===== src/rtl/ufd_pkg.sv =====
package ufd_pkg;
    localparam int DIV_W  = 4;
    localparam int DATA_W = 8;
endpackage


===== src/rtl/ufd_qualifier.sv =====
module ufd_qualifier (
    input  logic run,
    input  logic mode_qual,
    input  logic uf_pulse,
    input  logic qual_ok,
    output logic count_en
);
    always_comb begin
        count_en = run & uf_pulse & (~mode_qual | qual_ok);
    end
endmodule


===== src/rtl/ufd_cfg_reg.sv =====
module ufd_cfg_reg #(
    parameter int DATA_W = ufd_pkg::DATA_W,
    parameter int DIV_W  = ufd_pkg::DIV_W
) (
    input  logic              clk,
    input  logic              rst_n,
    input  logic              wr_en,
    input  logic [DATA_W-1:0] wr_data,
    output logic [DIV_W-1:0]  div_q
);
    logic [DIV_W-1:0] div_d;

    always_comb begin
        div_d = div_q;
        if (wr_en) begin
            div_d = wr_data[DIV_W-1:0];
        end
    end

    always_ff @(posedge clk or negedge rst_n) begin
        if (!rst_n) begin
            div_q <= '0;
        end else begin
            div_q <= div_d;
        end
    end
endmodule


===== src/rtl/ufd_counter.sv =====
module ufd_counter #(
    parameter int DIV_W = ufd_pkg::DIV_W
) (
    input  logic             clk,
    input  logic             rst_n,
    input  logic             count_en,
    input  logic             reload,
    input  logic             early_en,
    input  logic [DIV_W-1:0] div,
    output logic             irq,
    output logic [DIV_W-1:0] cnt
);
    localparam int SUM_W = DIV_W + 1;

    typedef struct packed {
        logic [DIV_W-1:0] cnt;
        logic             first;
    } state_t;

    state_t           st_d, st_q;
    logic [DIV_W-1:0] target;
    logic [SUM_W-1:0] next_cnt;
    logic             irq_c;

    always_comb begin
        st_d     = st_q;
        irq_c    = 1'b0;
        target   = (st_q.first && early_en && (div > DIV_W'(1))) ? div - DIV_W'(1) : div;
        next_cnt = {1'b0, st_q.cnt} + SUM_W'(1);
        if (reload) begin
            st_d.cnt   = '0;
            st_d.first = 1'b1;
        end else if (count_en && (div != '0)) begin
            if (next_cnt >= {1'b0, target}) begin
                irq_c      = 1'b1;
                st_d.cnt   = '0;
                st_d.first = 1'b0;
            end else begin
                st_d.cnt = next_cnt[DIV_W-1:0];
            end
        end
    end

    always_ff @(posedge clk or negedge rst_n) begin
        if (!rst_n) begin
            st_q <= '{cnt: '0, first: 1'b1};
        end else begin
            st_q <= st_d;
        end
    end

    assign irq = irq_c;
    assign cnt = st_q.cnt;
endmodule


===== src/rtl/uf_irq_decimator.sv =====
module uf_irq_decimator #(
    parameter int DATA_W = ufd_pkg::DATA_W,
    parameter int DIV_W  = ufd_pkg::DIV_W
) (
    input  logic              clk,
    input  logic              rst_n,
    input  logic              wr_en,
    input  logic [DATA_W-1:0] wr_data,
    input  logic              run,
    input  logic              mode_qual,
    input  logic              early_first,
    input  logic              uf_pulse,
    input  logic              qual_ok,
    output logic              irq
);
    logic [DIV_W-1:0] div_q;
    logic [DIV_W-1:0] cnt_q;
    logic             count_en;
    logic             reload;

    assign reload = wr_en & ~run;

    ufd_qualifier u_qual (
        .run      (run),
        .mode_qual(mode_qual),
        .uf_pulse (uf_pulse),
        .qual_ok  (qual_ok),
        .count_en (count_en)
    );

    ufd_cfg_reg #(.DATA_W(DATA_W), .DIV_W(DIV_W)) u_cfg (
        .clk    (clk),
        .rst_n  (rst_n),
        .wr_en  (wr_en),
        .wr_data(wr_data),
        .div_q  (div_q)
    );

    ufd_counter #(.DIV_W(DIV_W)) u_cnt (
        .clk     (clk),
        .rst_n   (rst_n),
        .count_en(count_en),
        .reload  (reload),
        .early_en(early_first),
        .div     (div_q),
        .irq     (irq),
        .cnt     (cnt_q)
    );
endmodule


===== config.mk =====
export PLATFORM = sky130hd
export DESIGN_NAME = uf_irq_decimator
export DESIGN_NICKNAME = d
export VERILOG_FILES = /design/src/rtl/ufd_pkg.sv /design/src/rtl/ufd_qualifier.sv /design/src/rtl/ufd_cfg_reg.sv /design/src/rtl/ufd_counter.sv /design/src/rtl/uf_irq_decimator.sv
export SDC_FILE = /design/constraint.sdc
export NUM_CORES = 1
export LEC_CHECK = 0
export CORE_MARGIN = 8
export CORE_UTILIZATION = 45
export DETAILED_ROUTE_END_ITERATION = 12
export DONT_BUFFER_PORTS = 1
export SKIP_LAST_GASP = 1
export SYNTH_ARGS = -nofsm -noshare
export SYNTH_HDL_FRONTEND = slang
export SYNTH_HIERARCHICAL = 1
export SYNTH_SLANG_ARGS = --single-unit

===== constraint.sdc =====
create_clock -name clk -period 3.45 [get_ports clk]
set_input_delay 0.69 -clock clk [delete_from_list [all_inputs] [get_ports clk]]
set_output_delay 0.69 -clock clk [all_outputs]
set_load 0.02 [all_outputs]

==> flow_summary_export.csv, run 1 <==
group,metric,value,unit
outcome,status,"finished clean",
timing,skew,0.005437,ns
floorplan,ioPinCount,17,
layout,num_antenna_cells,0,
timing,layout_setup_ws,0.2204,ns
clock_tree,clk_latency,0.26,ns
synth,syn_inst,59,
drt,post-route-drc-count,0,
setup_path,crit_arrival,2.54,ns
synth,synth_nets,83,
pwr,ir_worst_vdd,211.7,uV
drt,ant_nets,0,
worst_hold_path,worstHoldPathType,"in2async",
setup_path,crit_path_start_kind,"flip-flop",
floorplan,initial_core_util,48.87,%
clock_tree,clkSlewWorstSetupHoldPaths,0.06,ns
placed_design,gp_congestion,0.7774,
drt,avgViaCountPerCell,5.563,
drt,first_pass_iters,4,
timing,finalSetupTns,0,ns
layout,layout-drive-gt1-share,24.62,%
grt,grt_max_degree,10,
placed_design,port_buffers,0,
floorplan,design.core.area,0.001334,mm2
setup_path,crit_type,"reg2out",
timing,period_share,93.61,%
timing,rsz0062_at_grt,"false",
grt,track_usage,9.702,%
timing,drv_slew,0,
clock_tree,cts_hold_buf,0,
layout,layout.nets,90,
drt,drt_wl_total,1.245,mm
layout,syn2layout_area_growth,9.981,%
grt,overflow,0,
drt,vias,445,
timing,tightest_slew,0.2718,ns
setup_path,worstPathMaxFanout,4,
pwr,p_leak,0.0003232,uW
flow_run,maxCapViolations,0,
synth,synth.avg_cell_area,11.05,um2
drt,routedWlPerCell,15.56,um
clock_tree,clock-sinks,9,
timing,relSlewSlack,81.88,%
synth,syn_area,651.9,um2
timing,fmax,0.3096,GHz
setup_path,max_stage_delay,0.40,ns
grt,first_global_vias,470,
placed_design,pre_cts_ws,0.3759,ns
layout,fill_cells,127,
floorplan,rows,13,
grt,antenna_found_initial,0,
setup_path,worstSetupEndpointType,"primary output",
placed_design,hpwlAfterDp,992.2,um
floorplan,dieArea,0.002922,mm2
timing,finalHoldViolations,0,
clock_tree,root_buffer,"clkbuf_4",
placed_design,dp.cells,75,
setup_path,crit_required,2.76,ns
clock_tree,cts_max_level,1,
setup_path,cp_cell_sequence,"inv_1 > ha_1 > nor2_1 > o311a_4 > mux2_4 > ha_1 > a211oi_2 > o21a_1 > nor3_1 > buf_4",
clock_tree,cts_buffers,3,
synth,yosys_warnings,6,
timing,setup_viol,0,
floorplan,die_w,54.06,um
floorplan,fp.dieH,54.06,um
clock_tree,cts_tree,"yes",
layout,finalNonFillerCells,80,
layout,final_core_util,53.75,%
setup_path,worst_path_max_delay_cell,"dfrtp_1",
timing,fin_crit,3.230,ns
clock_tree,clock_path_buffers,2,
grt,grt_pass1_wl,2.028,mm
timing,hold_ws,0.1208,ns
drt,dr.first_iter.drc_count,6,
pwr,p_per_area,427.0,mW/mm2
setup_path,crit_top_cell,"ha_1",
==> final cells by class <==
type / count / area (um2) / share of cell area, %
Clock buffer: 4 / 26.28 / 3.665
Inverter: 4 / 15.01 / 2.094
Tap cell: 15 / 18.77 / 2.618
Timing Repair Buffer: 2 / 15.01 / 2.094
Sequential cell: 9 / 226.5 / 31.59
Multi-Input combinational cell: 46 / 415.4 / 57.94
==> registers in the layout (all words and copies together) (netlist names) <==
signal and cells:
u_cnt/cnt 4, u_cfg/div_q 4, u_cnt/st_q 1
==> critical path: cells and delay by family (launching register included) <==
family,cells,cell delay [ns]
flip-flops,1,0.40
adder cells (fa/ha/maj),2,0.46
AO/OA/AOI/OAI,3,0.73
AND/OR/NAND/NOR,2,0.12
multiplexers,1,0.30
buffers and inverters,2,0.28
==> stage by stage <==
stage                     total power, uW  instance area (um2)
final                               306.1                716.9
after global routing                331.5                716.9
after CTS                           300.0                704.4
after detailed placement            218.8                678.2
after global placement              216.2                678.2
after floorplan                     199.8                651.9
==> worst paths after layout <==
kind / startpoint / to / slack [ns] / depth (start not counted)
worst max-delay path: u_cfg/div_q[0]$_DFFE_PN0P_ / irq / 0.22 / 10
worst min-delay path: rst_n / u_cnt/cnt[2]$_DFFE_PN0P_ / 0.12 / 0
worst min register to register: u_cnt/st_q[0]$_DFFE_PN1P_ / u_cnt/st_q[0]$_DFFE_PN1P_ / 0.53 / 2
worst max register to register: u_cfg/div_q[0]$_DFFE_PN0P_ / u_cnt/cnt[2]$_DFFE_PN0P_ / 1.01 / 10
max in group asynchronous: rst_n / u_cnt/st_q[0]$_DFFE_PN1P_ / 3.15 / 0
min in group clk: u_cnt/st_q[0]$_DFFE_PN1P_ / u_cnt/st_q[0]$_DFFE_PN1P_ / 0.53 / 2
==> layout by cell type (no fill, tap or decap), types with 2 or more instances in the layout <==
| cell | instances |
|---|---|
| xor2_1 | 3 |
| nand2_1 | 3 |
| nor3_1 | 2 |
| mux2_2 | 4 |
| nor2b_1 | 2 |
| dfrtp_1 | 8 |
| xnor2_1 | 2 |
| inv_1 | 4 |
| clkbuf_4 | 3 |
| buf_4 | 2 |
| ha_1 | 8 |
| nor2_1 | 3 |
| a32o_1 | 3 |
| o21ai_0 | 3 |
==> routing by layer <==
| layer | share of wire [%] | vias up | wire length [um] | global-route usage, % |
|---|---|---|---|---|
| met1 | 38 | 197 | 478 | 9.134 |
| li1 | - | 228 | - | - |
| met3 | 9.9 | 5 | 123 | 6.612 |
| met2 | 49 | 15 | 615 | 15.83 |
| met4 | 2.2 | 0 | 27 | 4.918 |
| met5 | 0 | - | 0 | 0 |
==> timing repair <==
action / CTS / global route
setup buffers: 0 / 1
resized for setup: 0 / 1
endpoints found under the setup margin: 0 / 1
==> report_power, final <==
| group | switching [uW] | internal (uW) | total (uW) |
|---|---|---|---|
| logic | 45.0 | 50.2 | 95.2 |
| clock network | 34.0 | 44.4 | 78.4 |
| registers | 14.4 | 118 | 133 |
Power figures use the tool's default switching activity.
==> run 2, diff against run 1 <==
Clock period 3.45 ns to 3.76 ns, I/O delays scaled along.
==> flow_summary_export.csv, run 2 (synthesis results as in run 1) <==
group,metric,value,unit
outcome,status,"finished clean",
layout,mostFrequentLayoutCells,"dfrtp_1, ha_1, mux2_2, inv_1",
clock_tree,cts_resized,0,
setup_path,crit_path_start_kind,"flip-flop",
layout,syn2layout_area_growth,8.062,%
grt,grt_max_degree,10,
timing,fmax,0.2924,GHz
grt,overflow,0,
placed_design,gp_congestion,0.7774,
clock_tree,postCtsSetupRepairBufs,0,
clock_tree,cts_tree,"yes",
setup_path,worst_path_max_delay_cell,"dfrtp_1",
pwr,p_per_area,385.1,mW/mm2
setup_path,ff2ff_path_depth,9,
clock_tree,root_buffer,"clkbuf_4",
setup_path,crit_arrival,2.67,ns
drt,first_pass_iters,4,
grt,first_global_vias,470,
grt,grt_pass1_wl,2.028,mm
timing,period_share,90.96,%
floorplan,design.core.area,0.001334,mm2
floorplan,rows,13,
floorplan,dieArea,0.002922,mm2
pwr,p_leak,0.0003172,uW
clock_tree,cts_max_level,1,
timing,fin_crit,3.420,ns
drt,avgViaCountPerCell,5.570,
placed_design,pre_cts_ws,0.6239,ns
timing,rsz0062_at_grt,"false",
layout,num_antenna_cells,0,
setup_path,worstSetupEndpointType,"primary output",
timing,skew,0.005605,ns
timing,relSlewSlack,80.44,%
clock_tree,cts_hold_buf,0,
drt,routedWlPerCell,15.49,um
setup_path,cp_cell_sequence,"inv_1 > ha_1 > nor2_1 > o311a_4 > mux2_4 > ha_1 > a211oi_1 > o21a_1 > nor3_1 > buf_4",
floorplan,die_w,54.06,um
timing,finalSetupTns,0,ns
layout,layout-drive-gt1-share,21.88,%
worst_hold_path,worstHoldPathType,"in2async",
setup_path,crit_top_cell,"ha_1",
drt,post-route-drc-count,0,
clock_tree,clk_latency,0.26,ns
drt,ant_nets,0,
pwr,power,271.3,uW
timing,setup_viol,0,
placed_design,hpwlAfterDp,992.2,um
grt,antenna_found_initial,0,
floorplan,initial_core_util,48.87,%
drt,drt_wl_total,1.224,mm
layout,layout.nets,89,
grt,track_usage,9.702,%
floorplan,ioPinCount,17,
clock_tree,cts_buffers,3,
setup_path,max_stage_delay,0.40,ns
setup_path,cp_top_family,"compound AO/OA/AOI/OAI gates",
flow_run,maxCapViolations,0,
setup_path,cp_num_buf_inv,2,
setup_path,regToRegSetupSlack,1.32,ns
setup_path,timing.rr.start,"u_cfg/div_q[0]$_DFFE_PN0P_",
setup_path,crit_type,"reg2out",
pwr,ir_worst_vdd,194.3,uV
clock_tree,clkSlewWorstSetupHoldPaths,0.06,ns
floorplan,fp.dieH,54.06,um
setup_path,worstPathMaxFanout,4,
setup_path,crit_required,3.01,ns
drt,vias,440,
timing,tightest_slew,0.2916,ns
timing,layout_setup_ws,0.3401,ns
clock_tree,clock-sinks,9,
clock_tree,clock_path_buffers,2,
placed_design,port_buffers,0,
drt,dr.first_iter.drc_count,3,
timing,finalHoldViolations,0,
timing,drv_slew,0,
setup_path,r2r-end,"u_cnt/cnt[2]$_DFFE_PN0P_",
-- run 2: changes by cell type in the layout (fill, tap and decap cells not counted) --
cell	before	now
buf_4	2	1
a211oi_1	0	1
a211oi_2	1	0
-- run 2: routing by layer --
layer  up-vias  track usage (%)  wire length, um
li1        225                -                -
met1       197            9.134              468
met2        13            15.83              607
met3         5            6.612              121
met4         0            4.918               27
met5         -                0                0
-- run 2: worst max path at each step --
stage                                     from   to  slack [ns]  cells past startpoint
finish              u_cfg/div_q[0]$_DFFE_PN0P_  irq        0.34                     10
global route        u_cfg/div_q[0]$_DFFE_PN0P_  irq        0.15                     11
CTS                 u_cfg/div_q[0]$_DFFE_PN0P_  irq        0.32                     10
detailed placement  u_cfg/div_q[0]$_DFFE_PN0P_  irq        0.62                     10
global placement    u_cfg/div_q[0]$_DFFE_PN0P_  irq        0.65                     10
floorplan           u_cfg/div_q[0]$_DFFE_PN0P_  irq        0.68                      9
-- run 2: metrics by stage --
stage / cells / hold slack (ns) / util [%] / cell area, um2
floorplan: 59 / 0.4564 / - / 651.9
global placement: 75 / 0.4567 / 50.84 / 678.2
detailed placement: 75 / 0.4568 / 50.84 / 678.2
CTS: 79 / 0.1752 / 52.81 / 704.4
global route: 79 / 0.1582 / 52.81 / 704.4
finish: 79 / 0.1825 / 52.81 / 704.4
-- run 2: final cells by class --
type	count	area [um2]
Fill cell	127	629.4
Multi-Input combinational cell	46	410.4
Sequential cell	9	226.5
Clock buffer	4	26.28
Tap cell	15	18.77
Inverter	4	15.01
Timing Repair Buffer	1	7.507
-- run 2: power by group --
part           internal, uW  switching (uW)  total, uW
Sequential              108            13.1        122
Clock                  40.7            31.2       72.0
Combinational          39.2            38.5       77.7
-- run 2: worst register-to-register path: cells and delay by family (launching register included) --
kind | cells | cell delay [ns]
AO/OA/AOI/OAI | 4 | 1.05
adder cells (fa/ha/maj) | 2 | 0.44
AND/OR/NAND/NOR | 1 | 0.06
multiplexers | 1 | 0.30
flip-flops | 1 | 0.40
buffers and inverters | 1 | 0.12
==> run 3, diff against run 2 <==
Settings changed: HOLD_SLACK_MARGIN set to 0.03.
==> results of run 3 <==
No change in the layout: final DEF, timing and power equal those of run 2.
